[src/rtl/mgmt_serial_slave.sv]
module mgmt_serial_slave #(
  parameter logic [4:0] PHY_ADDR = 5'd3,
  parameter int         PRE_LEN  = 32
) (
  input  logic        clk,
  input  logic        rst_n,
  input  logic        mdc_in,
  input  logic        mdio_in,
  output logic        mdio_out,
  output logic        mdio_oe,
  output logic [4:0]  reg_addr,
  input  logic [15:0] reg_rdata,
  output logic        reg_wr,
  output logic [15:0] reg_wdata
);
  localparam int PW = $clog2(PRE_LEN + 1);
  localparam logic [2:0] S_HUNT = 3'd0, S_ST2 = 3'd1, S_HDR = 3'd2,
                         S_TA = 3'd3, S_DATA = 3'd4;

  logic [2:0]    mdc_q, dio_q;
  logic [2:0]    st;
  logic [PW-1:0] pre_cnt;
  logic [4:0]    bcnt;
  logic [11:0]   hdr;
  logic [15:0]   dsh;

  wire mdc_s = mdc_q[1];
  wire dio_s = dio_q[1];
  wire rise  = mdc_q[1] & ~mdc_q[2];
  wire fall  = ~mdc_q[1] & mdc_q[2];
  wire rd    = hdr[11:10] == 2'b10;
  wire match = hdr[9:5] == PHY_ADDR;

  assign reg_addr  = hdr[4:0];
  assign reg_wdata = dsh;

  always_ff @(posedge clk) begin
    if (!rst_n) begin
      mdc_q <= '0; dio_q <= '1;
    end else begin
      mdc_q <= {mdc_q[1:0], mdc_in};
      dio_q <= {dio_q[1:0], mdio_in};
    end
  end

  always_ff @(posedge clk) begin
    if (!rst_n) begin
      st <= S_HUNT; pre_cnt <= '0; bcnt <= '0; hdr <= '0; dsh <= '0;
      mdio_out <= 1'b0; mdio_oe <= 1'b0; reg_wr <= 1'b0;
    end else begin
      reg_wr <= 1'b0;
      if (fall && st == S_DATA && rd) begin
        mdio_out <= dsh[15];
        dsh      <= {dsh[14:0], 1'b0};
      end
      if (rise) begin
        case (st)
          S_HUNT:
            if (dio_s) begin
              if (pre_cnt != PW'(PRE_LEN)) pre_cnt <= pre_cnt + 1'b1;
            end else if (pre_cnt == PW'(PRE_LEN)) st <= S_ST2;
            else pre_cnt <= '0;
          S_ST2: begin
            pre_cnt <= '0;
            bcnt    <= '0;
            st      <= dio_s ? S_HDR : S_HUNT;
          end
          S_HDR: begin
            hdr  <= {hdr[10:0], dio_s};
            bcnt <= bcnt + 1'b1;
            if (bcnt == 5'd11) begin bcnt <= '0; st <= S_TA; end
          end
          S_TA: begin
            bcnt <= bcnt + 1'b1;
            if (bcnt == 5'd1) begin
              bcnt <= '0;
              st   <= S_DATA;
              if (rd) begin
                mdio_oe <= 1'b1;
                dsh     <= match ? reg_rdata : 16'hFFFF;
              end else dsh <= '0;
            end
          end
          S_DATA: begin
            if (!rd) dsh <= {dsh[14:0], dio_s};
            bcnt <= bcnt + 1'b1;
            if (bcnt == 5'd15) begin
              bcnt    <= '0;
              st      <= S_HUNT;
              mdio_oe <= 1'b0;
              reg_wr  <= !rd && match;
            end
          end
          default: st <= S_HUNT;
        endcase
      end
    end
  end

  wire unused_ok = mdc_s;
endmodule


[config.mk]
export PLATFORM = sky130hd
export DESIGN_NAME = mgmt_serial_slave
export DESIGN_NICKNAME = d
export VERILOG_FILES = /design/src/rtl/mgmt_serial_slave.sv
export SDC_FILE = /design/constraint.sdc
export NUM_CORES = 1
export LEC_CHECK = 0
export ABC_AREA = 1
export BUFFER_PORTS_ARGS = -buffer_cell sky130_fd_sc_hd__buf_4
export CORE_MARGIN = 3
export CORE_UTILIZATION = 44
export DETAILED_ROUTE_END_ITERATION = 10
export HOLD_SLACK_MARGIN = 0.03
export SYNTH_ARGS = -nofsm -noshare
export SYNTH_HDL_FRONTEND = slang
export SYNTH_SLANG_ARGS = --single-unit
[constraint.sdc]
create_clock -name clk -period 1.9 [get_ports clk]
set_input_delay 0.095 -clock clk [delete_from_list [all_inputs] [get_ports clk]]
set_output_delay 0.095 -clock clk [all_outputs]
set_load 0.1 [all_outputs]
## After elaboration in Yosys (flattened, before gate mapping)

Cells that the tools add are included.

| cells by class | value |
|---|---|
| shift-type cells | 0 |
| divide/modulo/power cells | 0 |
| bitwise logic cells | 4 |
| eq/ne operators | 19 |
| reduce and logical (&&, ||, !) cells | 14 |
| $lt $le $gt $ge | 0 |
| multipliers | 0 |
| muxes and demuxes | 26 |
| $add $sub $neg | 2 |

Operators with widths:

| operator | count |
|---|---|
| 16-bit two-way mux | 6 |
| 16-bit one-hot mux with 2 select lines | 1 |
| 5-bit one-hot mux with 4 select lines | 1 |
| 6-bit two-way mux | 3 |
| 3-bit two-way mux | 5 |
| 5-bit two-way mux | 3 |
| 3-bit one-hot mux with 5 select lines | 1 |
| 6-bit one-hot mux with 2 select lines | 1 |
| 5-bit by 4-bit equality test with 1-bit output (second input constant) | 2 |
| 2-bit inequality test (second input constant) | 5 |
| 4-bit AND reduction | 2 |
| 6-bit by 1-bit adder with 6-bit output (second input constant) | 1 |
| 3-bit by 2-bit equality test with 1-bit output (second input constant) | 2 |
| 6-bit equality test (second input constant) | 1 |
| 3-bit inequality test (second input constant) | 2 |
| 6-bit inequality test (second input constant) | 1 |
| 6-bit AND reduction | 1 |
| 5-bit by 1-bit adder with 5-bit output (second input constant) | 1 |
| 5-bit by 1-bit equality test with 1-bit output (second input constant) | 1 |
| 5-bit by 2-bit equality test with 1-bit output (second input constant) | 1 |
| 5-bit AND reduction | 1 |
| 2-bit AND reduction | 2 |
| 2-bit nonzero test | 2 |
| 4-bit nonzero test | 1 |
| other kinds (12) | 18 |

| storage, ports and cells | value |
|---|---|
| memory bits (read-only) | 0 |
| RAM bits | 0 |
| latch bits | 0 |
| flip-flop bits (word level) | 50 |
| input bits | 20 |
| logic and storage cells | 75 |
| output and inout bits | 24 |
| memories kept | 0 |

## Longest topological paths before layout

| depth | value |
|---|---|
| depth in word-level cells | 8 |
| mapped depth | 12 |
| gate-level depth less buffers | 12 |

## Worst setup path before layout

Ideal clock, no wire load.

| path | value |
|---|---|
| path type | register to register |
| from | register dsh[11] (netlist: reg_wdata[11]) |
| to | register dsh[11] (netlist: reg_wdata[11]) |
| stages on the path, launching flop included | 9 |
| buffers on the path | 0 |
| setup slack | 0.387 ns |
| library setup time | 0.056 ns |
| period minus slack after synthesis | 1.513 ns |
| required time | 1.844 ns |
| data arrival time | 1.458 ns |
| cell sequence | dfxtp_1 -> inv_1 -> nand2_1 -> nand2_1 -> nand2_1 -> nand2_1 -> inv_1 -> nand2_1 -> inv_1 |

| on the way | value |
|---|---|
| cells in the longest elaborated chain, start to end | 4 |
| elaborated cells between the ends (all ways) | 5 |
| those cells by class | 5 x mux |

Ends and longest elaborated chain:

| element | RTL line | RTL |
|---|---|---|
| from (decl) | 25 | `logic [15:0] dsh;` |
| from (signal assigned) | 54 | `dsh <= {dsh[14:0], 1'b0};` |
| from (signal assigned) | 80 | `dsh <= match ? reg_rdata : 16'hFFFF;` |
| from (signal assigned) | 85 | `if (!rd) dsh <= {dsh[14:0], dio_s};` |
| 16-bit two-way mux (*) | 52 | `if (fall && st == S_DATA && rd) begin` |
| 16-bit two-way mux, on equally long branches | 85, 75 |  |
| 16-bit one-hot mux with 2 select lines | 57 | `case (st)` |
| 16-bit two-way mux (*) | 56 | `if (rise) begin` |

Mark *: on every way between the ends. The rest lies on a longest branch, timed or not.
A chain may end at the register's enable or synchronous reset.

## Final worst setup path

| path | value |
|---|---|
| from | register bcnt[1] |
| to | register st[0] |

| on the way | value |
|---|---|
| cells in the longest elaborated chain, start to end | 3 |
| elaborated cells between the ends (all ways) | 7 |
| those cells by class | 6 x eq/ne; 1 x reduce/logical |

Ends and longest elaborated chain:

| element | RTL line | RTL |
|---|---|---|
| from (decl) | 23 | `logic [4:0] bcnt;` |
| from (signal assigned) | 70 | `bcnt <= bcnt + 1'b1;` |
| from (signal assigned) | 74 | `bcnt <= bcnt + 1'b1;` |
| from (signal assigned) | 86 | `bcnt <= bcnt + 1'b1;` |
| 5-bit by 4-bit equality test with 1-bit output, or another cell as far along | 71 | `if (bcnt == 5'd11) begin bcnt <= '0; st <= S_TA; end` |
| 2-bit inequality test (no source line) or 2-bit by 1-bit inequality test with 1-bit output (tied branches) | -- |  |
| 6-bit AND reduction (no source line) (*) | -- |  |
| to (signal assigned) | 66 | `st <= dio_s ? S_HDR : S_HUNT;` |
| to (decl) | 21 | `logic [2:0] st;` |

Marks and branches as above.

==> flow_summary.toml <==
[global_route]
grt_use_met3_pct = 3.46
grt_start_max_net_pins = 28
antenna_found_initial = 0
first_global_vias = 2460
top_usage_layer = "met2"
grt-ovfl-total = 0
grt_util_all_layers_pct = 18.6
grt_use_met1_pct = 24.9
grt_pass1_wl_mm = 11.2
use_met2_pct = 29.8

[hold_path]
hold_depth = 3
min_from = "rst_n"
hold_path_end = "mdc_q[1]$_SDFF_PN0_"
hold_class = "in2reg"

[routing]
drc = 0
detail-route-antenna-nets = 0
wl_mm = 6.47
wire_per_inst_um = 11.8
vias = 2613
viasPerCell = 4.77
drt_iter0_markers = 97
firstDrtPassIters = 4

[clocking]
cts_buffer_depth = 2
clock_latency_ns = 0.30
clk_pin_slew_ns = 0.09
cts_made_buffers = 5
cts_sinks = 50
root_buffer = "clkbuf_8"
cts_tree = "done"
post_cts_buffers = 0
cts_max_level = 2

[setup_path]
arrival_ns = 1.90
crit_required_ns = 2.11
critical_path_class = "reg2reg"
r2r_slack_ns = 0.21
endpoint_kind = "register"
crit_path_start_kind = "register"
regToRegStartpoint = "bcnt[1]$_SDFFE_PN0P_"
path_max_fanout = 6
worst_r2r_path_depth = 11
rr_endpoint = "st[0]$_SDFFE_PN0P_"

[floorplanning]
start_util_pct = 46.4
ios = 44
fp-row-count = 28
die_area_um2 = 7390
core_um2 = 6060
die_h_um = 86.0
dieWidth_um = 86.0

[yosys]
syn-cell-area_um2 = 2810
ys_seq_elements = 50
syn_avg_cell_area_um2 = 6.48
synth.distinct_cells = 31
syn-num-nets = 460
syn_inst = 434
yosysWarningCount = 0
seq_area_frac_synth_pct = 35.6

[sta]
fin_crit_sh_pct = 89.2
skew_ns = 0.00437
hold_viol_final = 0
slew_headroom_pct = 73.0
finalSetupViolCount = 0
rsz0062_at_grt = "false"
min_period_ns = 1.69
drv_slew = 0
tightest_slew_ns = 0.403
fmax_ghz = 0.590
fin_setup_tns_ns = 0

[pwr]
power.share.clock_pct = 36.2
internal-power_w = 0.00139
ir_worst_vdd_uv = 381
combinationalPowerShare_pct = 4.9
pwr_density_cell_nw_per_um2 = 551
p_leak_nw = 1.50
p_switching_w = 0.000410
sw_frac_of_total_pct = 22.8
p_seq_share_pct = 58.8

[layout]
n_fill_cell = 662
final_cell_mix = "nand2_1 (154), nor2_1 (61), dfxtp_1 (49)"
final_area_um2 = 3260
layout_commonest_cell = "nand2_1"
final_layout_size_suffix_gt1_share_pct = 19.2
nNetsFinal = 498
n_antenna_cell = 0
area_growth_pct = 16.0

[place]
placed_area_um2 = 3140
hpwl_mm = 4.61
place.gp.congestion = 0.817
portBuffers = 43

[flow_run]
maxCapViolations = 0

[outcome]
status = "finished clean"
## cell type report
type,count,area [µm²],area share [%]
multi-input combinational,324,1530,47.0
sequential,50,1000,30.7
timing repair buffer,50,380,11.7
inverter,41,159,4.87
tap,75,93.8,2.88
clock buffer,6,82.6,2.53
clock inverter,2,12.5,0.383
## logic make-up (layout without fill, tap and decap cells)
kind of cell,Yosys count,in the layout,share of synthesized area (%)
flip-flops,50,50,35.6
XOR/XNOR,3,3,0.934
buffers and inverters,60,99,10.3
adder cells (fa/ha/maj),6,6,2.67
AO/OA/AOI/OAI,60,60,12.1
AND/OR/NAND/NOR,255,255,38.4
## flip-flops by register name, indices dropped and copies added (netlist names)
signal     flops
bcnt           5
dio_q          2
hdr           12
mdc_q          3
mdio_oe        1
mdio_out       1
pre_cnt        6
reg_wdata     16
reg_wr         1
st             3
## critical path, stage by stage, from the launching register on
cell and delay, ns:
dfxtp_1 0.37, ha_1 0.20, nand2_1 0.08, nor2_1 0.14, ha_1 0.16, inv_1 0.06, nand3_1 0.11, nand3_1 0.10
nor2_2 0.10, nand2_2 0.10, nor2_1 0.11, nor2_1 0.05
## worst max path at each step
stage                                to                      from
3_5_place_dp       mdio_oe$_SDFFE_PN0P_      bcnt[0]$_SDFFE_PN0P_
6_report             st[0]$_SDFFE_PN0P_      bcnt[1]$_SDFFE_PN0P_
2_1_floorplan  reg_wdata[11]$_SDFF_PN0_  reg_wdata[11]$_SDFF_PN0_
4_1_cts            mdio_oe$_SDFFE_PN0P_      bcnt[0]$_SDFFE_PN0P_
5_1_grt              st[0]$_SDFFE_PN0P_      bcnt[1]$_SDFFE_PN0P_
3_3_place_gp       mdio_oe$_SDFFE_PN0P_      bcnt[0]$_SDFFE_PN0P_
## synthesized netlist by cell type (all sizes together)
cell    count  area share (%)
o21bai      1            0.27
nand3b      3            0.80
nand2     163              23
nor3        3            0.53
xor2        3            0.93
buf        15             4.1
inv        40             5.5
or2         2            0.44
nor2       68              11
nand4       2            0.44
ha          6             2.7
a21oi      24             5.5
dfxtp      50              36
o22ai       1            0.22
o21ai      34             6.2
clkbuf      4            0.58
clkinv      1            0.13
nand3      14             2.7
## metrics by stage
stage	cells	power, W	utilization (%)	hold slack (ns)	setup slack [ns]
after floorplan	434	0.00112	-	0.193	0.387
after global placement	538	0.00117	51.8	0.287	0.176
after detailed placement	538	0.00117	51.8	0.287	0.170
after CTS	548	0.00182	53.7	0.132	0.147
after global routing	548	0.00188	53.8	0.160	0.00123
final	548	0.00180	53.8	0.143	0.206
## timing repair
item | 4_1_cts | 5_1_grt
endpoints found under the hold margin | 2 | 0
resized for setup | 0 | 3
hold buffers | 2 | 0
endpoints found under the setup margin | 0 | 5
## per-layer routing
metal / share of wire (%) / vias up
met1: 51 / 1152
li1: - / 1414
met3: 3.4 / 11
met5: 0 / -
met4: 1.8 / 0
met2: 44 / 36
## power groups by stage
stage | Sequential (W) | Clock [W] | Combinational [W]
3_3_place_gp | 0.00108 | 0 | 0.0000853
6_report | 0.00106 | 0.000652 | 0.0000887
4_1_cts | 0.00106 | 0.000677 | 0.0000894
3_5_place_dp | 0.00108 | 0 | 0.0000858
5_1_grt | 0.00106 | 0.000718 | 0.000101
2_1_floorplan | 0.00108 | 0 | 0.0000428
No activity file was read; power rests on OpenSTA's default activity.
